File: src/rtl/fpdiv_pkg.sv
package fpdiv_pkg;

    localparam int EXP_W    = 8;
    localparam int FRAC_W   = 23;
    localparam int WORD_W   = 1 + EXP_W + FRAC_W;
    localparam int SIG_W    = FRAC_W + 1;
    localparam int Q_W      = SIG_W + 1;
    localparam int EDIFF_W  = EXP_W + 2;
    localparam int BIAS     = (1 << (EXP_W - 1)) - 1;
    localparam int EXP_TOP  = (1 << EXP_W) - 1;
    localparam int NAN_FRAC = 1 << (FRAC_W - 1);
    localparam int CNT_W    = $clog2(Q_W);

    typedef enum logic [1:0] {
        S_IDLE,
        S_DIV,
        S_NORM,
        S_DONE
    } div_state_t;

    typedef struct packed {
        logic              sign;
        logic [EXP_W-1:0]  exp;
        logic [SIG_W-1:0]  sig;
        logic              zero;
    } fp_fields_t;

endpackage

File: src/rtl/fpdiv_unpack.sv
module fpdiv_unpack
    import fpdiv_pkg::*;
(
    input  logic [WORD_W-1:0] word,
    output fp_fields_t        fld
);

    logic exp_nz;

    always_comb begin
        exp_nz   = |word[WORD_W-2 -: EXP_W];
        fld.sign = word[WORD_W-1];
        fld.exp  = word[WORD_W-2 -: EXP_W];
        fld.sig  = {exp_nz, word[FRAC_W-1:0]};
        fld.zero = ~exp_nz;
    end

endmodule

File: src/rtl/fpdiv_sig_core.sv
module fpdiv_sig_core #(
    parameter int SIG_W = 24,
    parameter int Q_W   = 25
) (
    input  logic             clk,
    input  logic             rst_n,
    input  logic             load,
    input  logic             step,
    input  logic [SIG_W-1:0] dvd,
    input  logic [SIG_W-1:0] dvs,
    output logic [Q_W-1:0]   quo
);

    localparam int R_W = SIG_W + 1;

    logic [R_W-1:0] rem;
    logic [R_W:0]   trial;
    logic           fits;
    logic [R_W-1:0] rem_sel;

    always_comb begin
        trial   = {1'b0, rem} - {2'b00, dvs};
        fits    = ~trial[R_W];
        rem_sel = fits ? trial[R_W-1:0] : rem;
    end

    always_ff @(posedge clk or negedge rst_n) begin
        if (!rst_n) begin
            rem <= '0;
            quo <= '0;
        end else if (load) begin
            rem <= {1'b0, dvd};
            quo <= '0;
        end else if (step) begin
            rem <= rem_sel << 1;
            quo <= {quo[Q_W-2:0], fits};
        end
    end

    // the partial remainder stays below twice the divisor after each step
    p_rem_bound_r4: assert property (@(posedge clk) disable iff (!rst_n)
        (load || step) |=> (rem < {dvs, 1'b0}));

endmodule

File: src/rtl/fpdiv_pack.sv
module fpdiv_pack
    import fpdiv_pkg::*;
(
    input  logic                      sign,
    input  logic signed [EDIFF_W-1:0] ediff,
    input  logic [Q_W-1:0]            quo,
    output logic [WORD_W-1:0]         res,
    output logic                      ovf,
    output logic                      unf
);

    localparam logic signed [EDIFF_W-1:0] BIAS_S = EDIFF_W'(BIAS);
    localparam logic signed [EDIFF_W-1:0] TOP_S  = EDIFF_W'(EXP_TOP);
    localparam logic signed [EDIFF_W-1:0] ONE_S  = EDIFF_W'(1);
    localparam logic signed [EDIFF_W-1:0] ZERO_S = '0;

    logic signed [EDIFF_W-1:0] e_fin;
    logic [FRAC_W-1:0]         frac;

    always_comb begin
        if (quo[Q_W-1]) begin
            e_fin = ediff + BIAS_S;
            frac  = quo[Q_W-2:1];
        end else begin
            e_fin = ediff + BIAS_S - ONE_S;
            frac  = quo[Q_W-3:0];
        end
        ovf = 1'b0;
        unf = 1'b0;
        if (e_fin >= TOP_S) begin
            ovf = 1'b1;
            res = {sign, {EXP_W{1'b1}}, {FRAC_W{1'b0}}};
        end else if (e_fin <= ZERO_S) begin
            unf = 1'b1;
            res = {sign, {(WORD_W-1){1'b0}}};
        end else begin
            res = {sign, e_fin[EXP_W-1:0], frac};
        end
    end

endmodule

File: src/rtl/fp32_div_seq.sv
module fp32_div_seq
    import fpdiv_pkg::*;
(
    input  logic              clk,
    input  logic              rst_n,
    input  logic              start,
    input  logic [WORD_W-1:0] opa,
    input  logic [WORD_W-1:0] opb,
    output logic              busy,
    output logic              done,
    output logic [WORD_W-1:0] quot,
    output logic              flg_dz,
    output logic              flg_inv,
    output logic              flg_ovf,
    output logic              flg_unf
);

    localparam logic [WORD_W-1:0] NAN_WORD =
        {1'b0, {EXP_W{1'b1}}, FRAC_W'(NAN_FRAC)};
    localparam logic [CNT_W-1:0]  LAST_STEP = CNT_W'(Q_W - 1);

    div_state_t state, state_nx;

    fp_fields_t fa, fb;
    logic                      a_sign, b_sign;
    logic [EXP_W-1:0]          a_exp, b_exp;
    logic [SIG_W-1:0]          b_sig;
    logic [CNT_W-1:0]          cnt;
    logic                      any_zero;
    logic                      load, step;
    logic [Q_W-1:0]            quo;
    logic signed [EDIFF_W-1:0] ediff;
    logic [WORD_W-1:0]         pk_res;
    logic                      pk_ovf, pk_unf;

    fpdiv_unpack u_unpack_a (.word(opa), .fld(fa));
    fpdiv_unpack u_unpack_b (.word(opb), .fld(fb));

    assign any_zero = fa.zero | fb.zero;
    assign load     = (state == S_IDLE) && start && !any_zero;
    assign step     = (state == S_DIV);
    assign ediff    = EDIFF_W'(a_exp) - EDIFF_W'(b_exp);

    fpdiv_sig_core #(.SIG_W(SIG_W), .Q_W(Q_W)) u_core (
        .clk   (clk),
        .rst_n (rst_n),
        .load  (load),
        .step  (step),
        .dvd   (fa.sig),
        .dvs   (b_sig),
        .quo   (quo)
    );

    fpdiv_pack u_pack (
        .sign  (a_sign ^ b_sign),
        .ediff (ediff),
        .quo   (quo),
        .res   (pk_res),
        .ovf   (pk_ovf),
        .unf   (pk_unf)
    );

    always_comb begin
        state_nx = state;
        unique case (state)
            S_IDLE: if (start) state_nx = any_zero ? S_DONE : S_DIV;
            S_DIV:  if (cnt == LAST_STEP) state_nx = S_NORM;
            S_NORM: state_nx = S_DONE;
            S_DONE: state_nx = S_IDLE;
            default: state_nx = S_IDLE;
        endcase
    end

    always_ff @(posedge clk or negedge rst_n) begin
        if (!rst_n) state <= S_IDLE;
        else        state <= state_nx;
    end

    always_ff @(posedge clk or negedge rst_n) begin
        if (!rst_n) begin
            a_sign  <= 1'b0;
            b_sign  <= 1'b0;
            a_exp   <= '0;
            b_exp   <= '0;
            b_sig   <= '0;
            cnt     <= '0;
            quot    <= '0;
            flg_dz  <= 1'b0;
            flg_inv <= 1'b0;
            flg_ovf <= 1'b0;
            flg_unf <= 1'b0;
        end else begin
            unique case (state)
                S_IDLE: begin
                    if (start) begin
                        a_sign <= fa.sign;
                        b_sign <= fb.sign;
                        a_exp  <= fa.exp;
                        b_exp  <= fb.exp;
                        b_sig  <= fb.sig;
                        cnt    <= '0;
                        if (any_zero) begin
                            flg_ovf <= 1'b0;
                            flg_unf <= 1'b0;
                            flg_inv <= fa.zero & fb.zero;
                            flg_dz  <= ~fa.zero & fb.zero;
                            if (fa.zero && fb.zero)
                                quot <= NAN_WORD;
                            else if (fb.zero)
                                quot <= {fa.sign ^ fb.sign, {EXP_W{1'b1}}, {FRAC_W{1'b0}}};
                            else
                                quot <= {fa.sign ^ fb.sign, {(WORD_W-1){1'b0}}};
                        end
                    end
                end
                S_DIV: cnt <= cnt + 1'b1;
                S_NORM: begin
                    quot    <= pk_res;
                    flg_ovf <= pk_ovf;
                    flg_unf <= pk_unf;
                    flg_dz  <= 1'b0;
                    flg_inv <= 1'b0;
                end
                S_DONE: ;
                default: ;
            endcase
        end
    end

    assign busy = (state != S_IDLE);
    assign done = (state == S_DONE);

    // done lasts a single cycle
    p_done_pulse_r12: assert property (@(posedge clk) disable iff (!rst_n)
        done |=> !done);

    // result held once done has dropped, until a new start
    p_hold_r12: assert property (@(posedge clk) disable iff (!rst_n)
        (state == S_IDLE && !start) |=> $stable(quot));

    // at most one flag reported with a result
    p_flags_excl_r6: assert property (@(posedge clk) disable iff (!rst_n)
        done |-> $onehot0({flg_dz, flg_inv, flg_ovf, flg_unf}));

    // invalid result is the fixed NaN word
    p_nan_word_r6: assert property (@(posedge clk) disable iff (!rst_n)
        (done && flg_inv) |-> (quot == NAN_WORD));

    // overflow is reported as infinity
    p_ovf_inf_r8: assert property (@(posedge clk) disable iff (!rst_n)
        (done && flg_ovf) |-> (quot[WORD_W-2:0] == {{EXP_W{1'b1}}, {FRAC_W{1'b0}}}));

    // underflow is reported as zero
    p_unf_zero_r9: assert property (@(posedge clk) disable iff (!rst_n)
        (done && flg_unf) |-> (quot[WORD_W-2:0] == '0));

    // step counter never runs past the last quotient bit
    p_cnt_range_r10: assert property (@(posedge clk) disable iff (!rst_n)
        (state == S_DIV) |-> (cnt <= LAST_STEP));

    // captured operands untouched while busy
    p_start_ignored_r11: assert property (@(posedge clk) disable iff (!rst_n)
        busy |=> ($stable(a_exp) && $stable(b_exp) && $stable(b_sig)));

endmodule

File: config.mk
export PLATFORM = sky130hd
export DESIGN_NAME = fp32_div_seq
export DESIGN_NICKNAME = d
export VERILOG_FILES = /design/src/rtl/fpdiv_pkg.sv /design/src/rtl/fpdiv_unpack.sv /design/src/rtl/fpdiv_sig_core.sv /design/src/rtl/fpdiv_pack.sv /design/src/rtl/fp32_div_seq.sv
export SDC_FILE = /design/constraint.sdc
export NUM_CORES = 1
export LEC_CHECK = 0
export ABC_AREA = 1
export CELL_PAD_IN_SITES_DETAIL_PLACEMENT = 0
export CELL_PAD_IN_SITES_GLOBAL_PLACEMENT = 2
export CORE_AREA = 4 4 168 170
export DETAILED_ROUTE_END_ITERATION = 16
export DIE_AREA = 0 0 172 174
export PLACE_DENSITY_LB_ADDON = 0.1
export SETUP_SLACK_MARGIN = 0.02
export SLEW_MARGIN = 25
export SYNTH_ARGS = -nofsm -noshare
export SYNTH_HDL_FRONTEND = slang
export SYNTH_SLANG_ARGS = --single-unit
File: constraint.sdc
create_clock -name clk -period 4 [get_ports clk]
set_clock_uncertainty 0.2 [all_clocks]
set_input_delay 0.8 -clock clk [delete_from_list [all_inputs] [get_ports clk]]
set_output_delay 0.8 -clock clk [all_outputs]
set_load 0.01 [all_outputs]
== Word level (Yosys, flattened, before mapping) ==
Cells that the tools add are included.

* Output and inout port bits: 38
* Register bits: 135
* Bits of input ports: 67
* Word-level logic and storage cells: 84

* Muxes and demuxes: 33
* Reductions and logical operators: 15
* Add/subtract/negate cells: 5
* Bitwise logic cells: 8
* Magnitude comparators: 2
* Equal/unequal tests: 7

{| class="wikitable"
|+ Operator list
! operator !! number
|-
| $mux 25 || 4
|-
| $mux 32 || 3
|-
| $mux 31 || 3
|-
| $pmux 32 s2 || 1
|-
| $sub 25x24->26 || 1
|-
| $mux 24 || 1
|-
| $mux 23 || 1
|-
| $reduce_or 8->1 || 2
|-
| $add 9x8->10 const B || 1
|-
| $ge 10x9->1 const B || 1
|-
| $le 10x1->1 const B || 1
|-
| $mux 10 || 1
|-
| $pmux 5 s2 || 1
|-
| $sub 10x2->10 const B || 1
|-
| $mux 1 || 9
|-
| $sub 8x8->9 || 1
|-
| $pmux 1 s2 || 4
|-
| $pmux 2 s4 || 1
|-
| $reduce_bool 2->1 || 4
|-
| $mux 2 || 3
|-
| $reduce_and 2->1 || 3
|-
| $add 5x1->5 const B || 1
|-
| $eq 5x5->1 const B || 1
|-
| $mux 5 || 1
|-
| other kinds (12) || 20
|}

== Longest topological paths before layout ==
* Depth in word-level cells: 8
* Depth in mapped cells: 23
* Mapped depth without buffers: 22

== Modules after synthesis ==
A second synthesis with hierarchy kept.

* Cell total of the unflattened synthesis: 1,486
* Area total of the unflattened synthesis: 9,954.5 µm²

{| class="wikitable"
|+ Modules (own cells, without submodules)
! module !! cells each !! instances !! seq. area each (µm²) !! area each (µm²)
|-
| fpdiv_sig_core || 636 || 1 || 1,251.2 || 4,092.7
|-
| fp32_div_seq || 472 || 1 || 2,127.0 || 3,993.8
|-
| fpdiv_pack || 280 || 1 || 0.0 || 1,252.5
|-
| fpdiv_unpack || 49 || 2 || 0.0 || 307.8
|}

== Least setup slack after synthesis ==
Ideal clock, no wire load.

* Path type: reg-to-reg
* Start point: register b_exp[0]
* End point: register quot[25]
* Data arrival time: 2.674 ns
* Buffers on the path: 1
* Slack: 0.998 ns
* Stages on the path, launching flop included: 19
* Clock period less this slack: 3.002 ns
* Setup time: 0.127 ns
* Required time: 3.673 ns
* Cells stage by stage: dfrtp_1 > ha_1 > inv_1 > fa_1 > inv_1 > ha_1 > nand3b_1 > nand2_2 > nor2_1 > nand3_1 > inv_1 > nand2_1 > nor2_1 > nand3_1 > o21ai_2 > inv_1 > buf_2 > nand4_1 > nand3b_1

* Cells in the longest elaborated chain, start to end: 8
* Elaborated cells between the ends (all ways): 9
* Those cells by class: 3 x add/sub; 2 x order compare; 4 x mux

{| class="wikitable"
|+ RTL lines
! what !! RTL line !! source
|-
| start, declared || fp32_div_seq.sv:26 || <nowiki>logic [EXP_W-1:0] a_exp, b_exp;</nowiki>
|-
| start signal, assigned || fp32_div_seq.sv:99 || <nowiki>b_exp <= fb.exp;</nowiki>
|-
| $sub 8x8->9 * || fp32_div_seq.sv:42 || <nowiki>assign ediff = EDIFF_W'(a_exp) - EDIFF_W'(b_exp);</nowiki>
|-
| $add 9x8->10 * || fpdiv_pack.sv:22, fpdiv_pack.sv:25 ||
|-
| $sub 10x2->10 || fpdiv_pack.sv:25 || <nowiki>e_fin = ediff + BIAS_S - ONE_S;</nowiki>
|-
| $mux 10 * || fpdiv_pack.sv:21 || <nowiki>if (quo[Q_W-1]) begin</nowiki>
|-
| $le 10x1->1 || fpdiv_pack.sv:33 || <nowiki>end else if (e_fin <= ZERO_S) begin</nowiki>
|-
| $mux 31 || fpdiv_pack.sv:33 ||
|-
| $mux 31 * || fpdiv_pack.sv:30 || <nowiki>if (e_fin >= TOP_S) begin</nowiki>
|-
| $pmux 32 s2 * || fp32_div_seq.sv:93 || <nowiki>unique case (state)</nowiki>
|-
| end signal, assigned || fp32_div_seq.sv:110 || <nowiki>quot <= {fa.sign ^ fb.sign, {EXP_W{1'b1}}, {FRAC_W{1'b0}}};</nowiki>
|-
| end signal, assigned || fp32_div_seq.sv:112 || <nowiki>quot <= {fa.sign ^ fb.sign, {(WORD_W-1){1'b0}}};</nowiki>
|-
| end signal, assigned || fp32_div_seq.sv:118 || <nowiki>quot <= pk_res;</nowiki>
|-
| end, declared || fp32_div_seq.sv:11 || <nowiki>output logic [WORD_W-1:0] quot,</nowiki>
|}

Mark *: on every way between the ends. The rest lies on a longest branch, timed or not.
A chain may end at the register's enable or synchronous reset.

== Final worst setup path ==
* Start point: register b_exp[0]
* End point: register quot[29]

Same word-level chain as after synthesis.

==> impl_metrics.csv <==
group,metric,value,unit
critical_path,cpMaxStageDelayCell,"fa_1",
synthesis,synth_nets,1254,
critical_path,startpoint_type,"flop",
timing,fmax,278,MHz
critical_path,crit_required,4.09,ns
timing,tightest_slew,0.585,ns
clock_network,ctsResizeCount,0,
timing,final_max_slew_viol_count,0,
layout,area_growth,24.1,%
timing,setup_viol_count_final,0,
detailed_routing,ant_nets,0,
detailed_routing,wirelength,23200,µm
critical_path,r2r_slack,0.40,ns
hold_path,hp-class,"in2async",
critical_path,r2r_end,"quot[29]",
synthesis,synthCells,1145,
global_routing,antenna_found_initial,0,
synthesis,synthXorXnorAreaFrac,0.0186,
clock_network,postCtsSetupBuffers,0,
clock_network,htree_levels,4,
status,status,"completed",
detailed_routing,vias_per_cell,4.65,
timing,fin_crit_sh,0.899,
synthesis,ys_seq_elements,135,
detailed_routing,vias,7427,
synthesis,synthMuxAreaShare,0,
power,power_density,976,nW/µm²
critical_path,cp.depth,18,
critical_path,cp_top_family,"simple AND/OR/NAND/NOR gates",
clock_network,cts.path.max_buffers,2,
timing,grt_setup_unrepaired,"false",
layout,drive_gt1_frac,0.0692,
layout,finalNetCount,1353,
floorplan,core_region_area,26700,µm²
detailed_routing,wl_per_cell,14.5,µm
clock_network,cts_tree,"yes",
critical_path,crit_fanout,22,
critical_path,r2r_cells,18,
global_routing,grt_max_degree,73,
synthesis,synth-edff-count,0,
global_routing,grt_pass1_wl,39400,µm
floorplan,fp-row-count,60,
synthesis,async_reset_ff_frac,1.00,
synthesis,synth-warning-count,0,
detailed_routing,drc,0,
placed_design,dpl.hpwl,17000,µm
clock_network,cts_root_buf,"clkbuf_16",
detailed_routing,dr.pass1.iters,4,
synthesis,synth_top_family_by_area,"simple AND/OR/NAND/NOR gates",
timing,finalCriticalPeriod,3.60,ns
global_routing,track_usage,0.162,
run,drv_cap,0,
layout,diodes,0,
synthesis,synth-compound-area-share,0.165,
detailed_routing,drtIter0Drc,370,
layout,layout_common_cells,"287 x nand2_1, 164 x inv_1, 135 x dfrtp_1, 103 x o21ai_0, 103 x clkdlybuf4s50_1",
power,intPower,5.04,mW
power,power_frac_clock,0.156,
placed_design,io_buffer_count,104,
synthesis,yosysTopAreaCellShare,0.399,
clock_network,cts.sinks,135,
global_routing,grt_pass1_vias,7695,
floorplan,initial_core_util,0.317,
synthesis,synth_area_leaders,"dfrtp_1 40%, nand2_1 13%, inv_1 7.3%",
synthesis,ys_seq_area_frac,0.399,
critical_path,r2r_start,"b_exp[0]",
power,swShare,0.508,
floorplan,die_w,172,µm
clock_network,cts_hold_buf,0,
critical_path,crit_path_cell_trace,"ha_1, inv_1, fa_1, inv_1, ha_1, nand3b_1, nand2_2, nor2_1, nand3_1, inv_1, nand2_1, nor2_1, nand3_1, o21ai_2, inv_1, buf_12, nand4_1, nand3b_1",
floorplan,dieArea,29900,µm²
power,leakagePower,5.00,nW
critical_path,crit_top_cell,"inv_1",
synthesis,yosysTopAreaCell,"dfrtp_1",
clock_network,cts_buffers,17,
critical_path,crit_arrival,3.69,ns
floorplan,die_height,174,µm
floorplan,io-pin-count,105,
critical_path,path_class,"reg2reg",
synthesis,synth_flop_cell,"dfrtp_1",
power,power_frac_seq,0.199,
placed_design,dpl_cell_area,9930,µm²
timing,finalSetupTns,0,ns
placed_design,routabilityCongestion,0.786,
clock_network,clock_latency,0.42,ns
synthesis,synthSimpleGateAreaFrac,0.252,
critical_path,critPathCaptureType,"flop",
synthesis,postSynthAreaPerCell,7.40,µm²
timing,hold_violations,0,
global_routing,gr-total-overflow,0,
power,pwr-share-comb,0.645,
synthesis,synth_area,8470,µm²
synthesis,synthDistinctLibCells,44,
critical_path,crit_buf_inv,5,
timing,relSlewSlack,0.608,
layout,final_cell_area,10500,µm²
clock_network,clkTransAtPathRegs,0.07,ns
power,switching_power,5.22,mW
critical_path,critPathMaxStageDelay,0.43,ns
layout,layout_commonest_cell,"nand2_1",
power,vdd_drop_max,359,µV
synthesis,synth_adder_area_share,0.0638,
-- per-layer routing --
| metal | vias to the layer above | wire length [µm] | GRT usage |
|---|---|---|---|
| met4 | 0 | 206 | 0.0331 |
| met3 | 14 | 562 | 0.0282 |
| li1 | 3944 | - | - |
| met1 | 3378 | 11600 | 0.220 |
| met5 | - | 0 | 0 |
| met2 | 91 | 10800 | 0.272 |
-- how the worst max path moves through the flow --
stage	slack, ns	startpoint	to
2_1_floorplan	1.0	b_exp[0]	quot[25]
3_3_place_gp	0.38	a_exp[0]	quot[29]
3_5_place_dp	0.32	opa[30]	u_core.rem[14]
4_1_cts	0.36	b_exp[0]	quot[29]
5_1_grt	0.06	b_exp[0]	quot[29]
6_report	0.40	b_exp[0]	quot[29]
-- power groups by stage --
stage / sequential (mW) / combinational [mW] / clock, mW
finish: 2.04 / 6.62 / 1.60
global route: 2.10 / 7.68 / 1.71
CTS: 2.05 / 6.73 / 1.65
global placement: 2.07 / 6.72 / 0
floorplan: 2.03 / 5.03 / 0
detailed placement: 2.07 / 6.69 / 0
-- state kept, by name, indices dropped and copies added, names as in the netlist --
signal	flops
a_sign	1
cnt	5
b_exp	8
quot	32
u_core.rem	25
state	2
flg_inv	1
flg_ovf	1
flg_unf	1
flg_dz	1
b_sign	1
a_exp	8
u_core.quo	25
b_sig	24
-- Yosys cell counts (7+ instances only) --
cell        n
clkbuf_1   28
dfrtp_1   135
nor2_1     71
nand2_1   287
xor2_1      9
o211ai_1    7
o22ai_1    33
o21ai_0   103
nand3b_1    9
xnor2_1     9
nand2_2     7
inv_1     165
nand4_1    36
a21oi_1    39
o21ai_1    10
ha_1       40
o21bai_1   27
nand3_1    62
-- final cells by class --
cell class | instances | area (µm²)
Timing Repair Buffer | 125 | 1240
Inverter | 174 | 653
Sequential cell | 135 | 3380
Multi-Input combinational cell | 791 | 4240
Clock inverter | 15 | 159
Clock buffer | 17 | 425
Tap cell | 341 | 427
Fill cell | 2845 | 16200
-- cells by family after synthesis --
family,count (synthesis)
xor gates and xnor gates,18
AOI/OAI and AO/OA,238
and+or+nand+nor,493
adders and majority gates,42
buffers and inverters,219
DFF,135
-- stage by stage --
| stage | hold slack [ns] | instances | util | power (mW) | setup slack, ns |
|---|---|---|---|---|---|
| 2_1_floorplan | 0.253 | 1145 | - | 7.06 | 0.998 |
| 3_3_place_gp | 0.263 | 1566 | 0.372 | 8.78 | 0.377 |
| 3_5_place_dp | 0.274 | 1566 | 0.372 | 8.76 | 0.319 |
| 4_1_cts | 0.148 | 1598 | 0.393 | 10.4 | 0.363 |
| 5_1_grt | 0.150 | 1598 | 0.393 | 11.5 | 0.0556 |
| 6_report | 0.132 | 1598 | 0.393 | 10.3 | 0.404 |
Note: power is estimated with default switching activity, not from simulation.
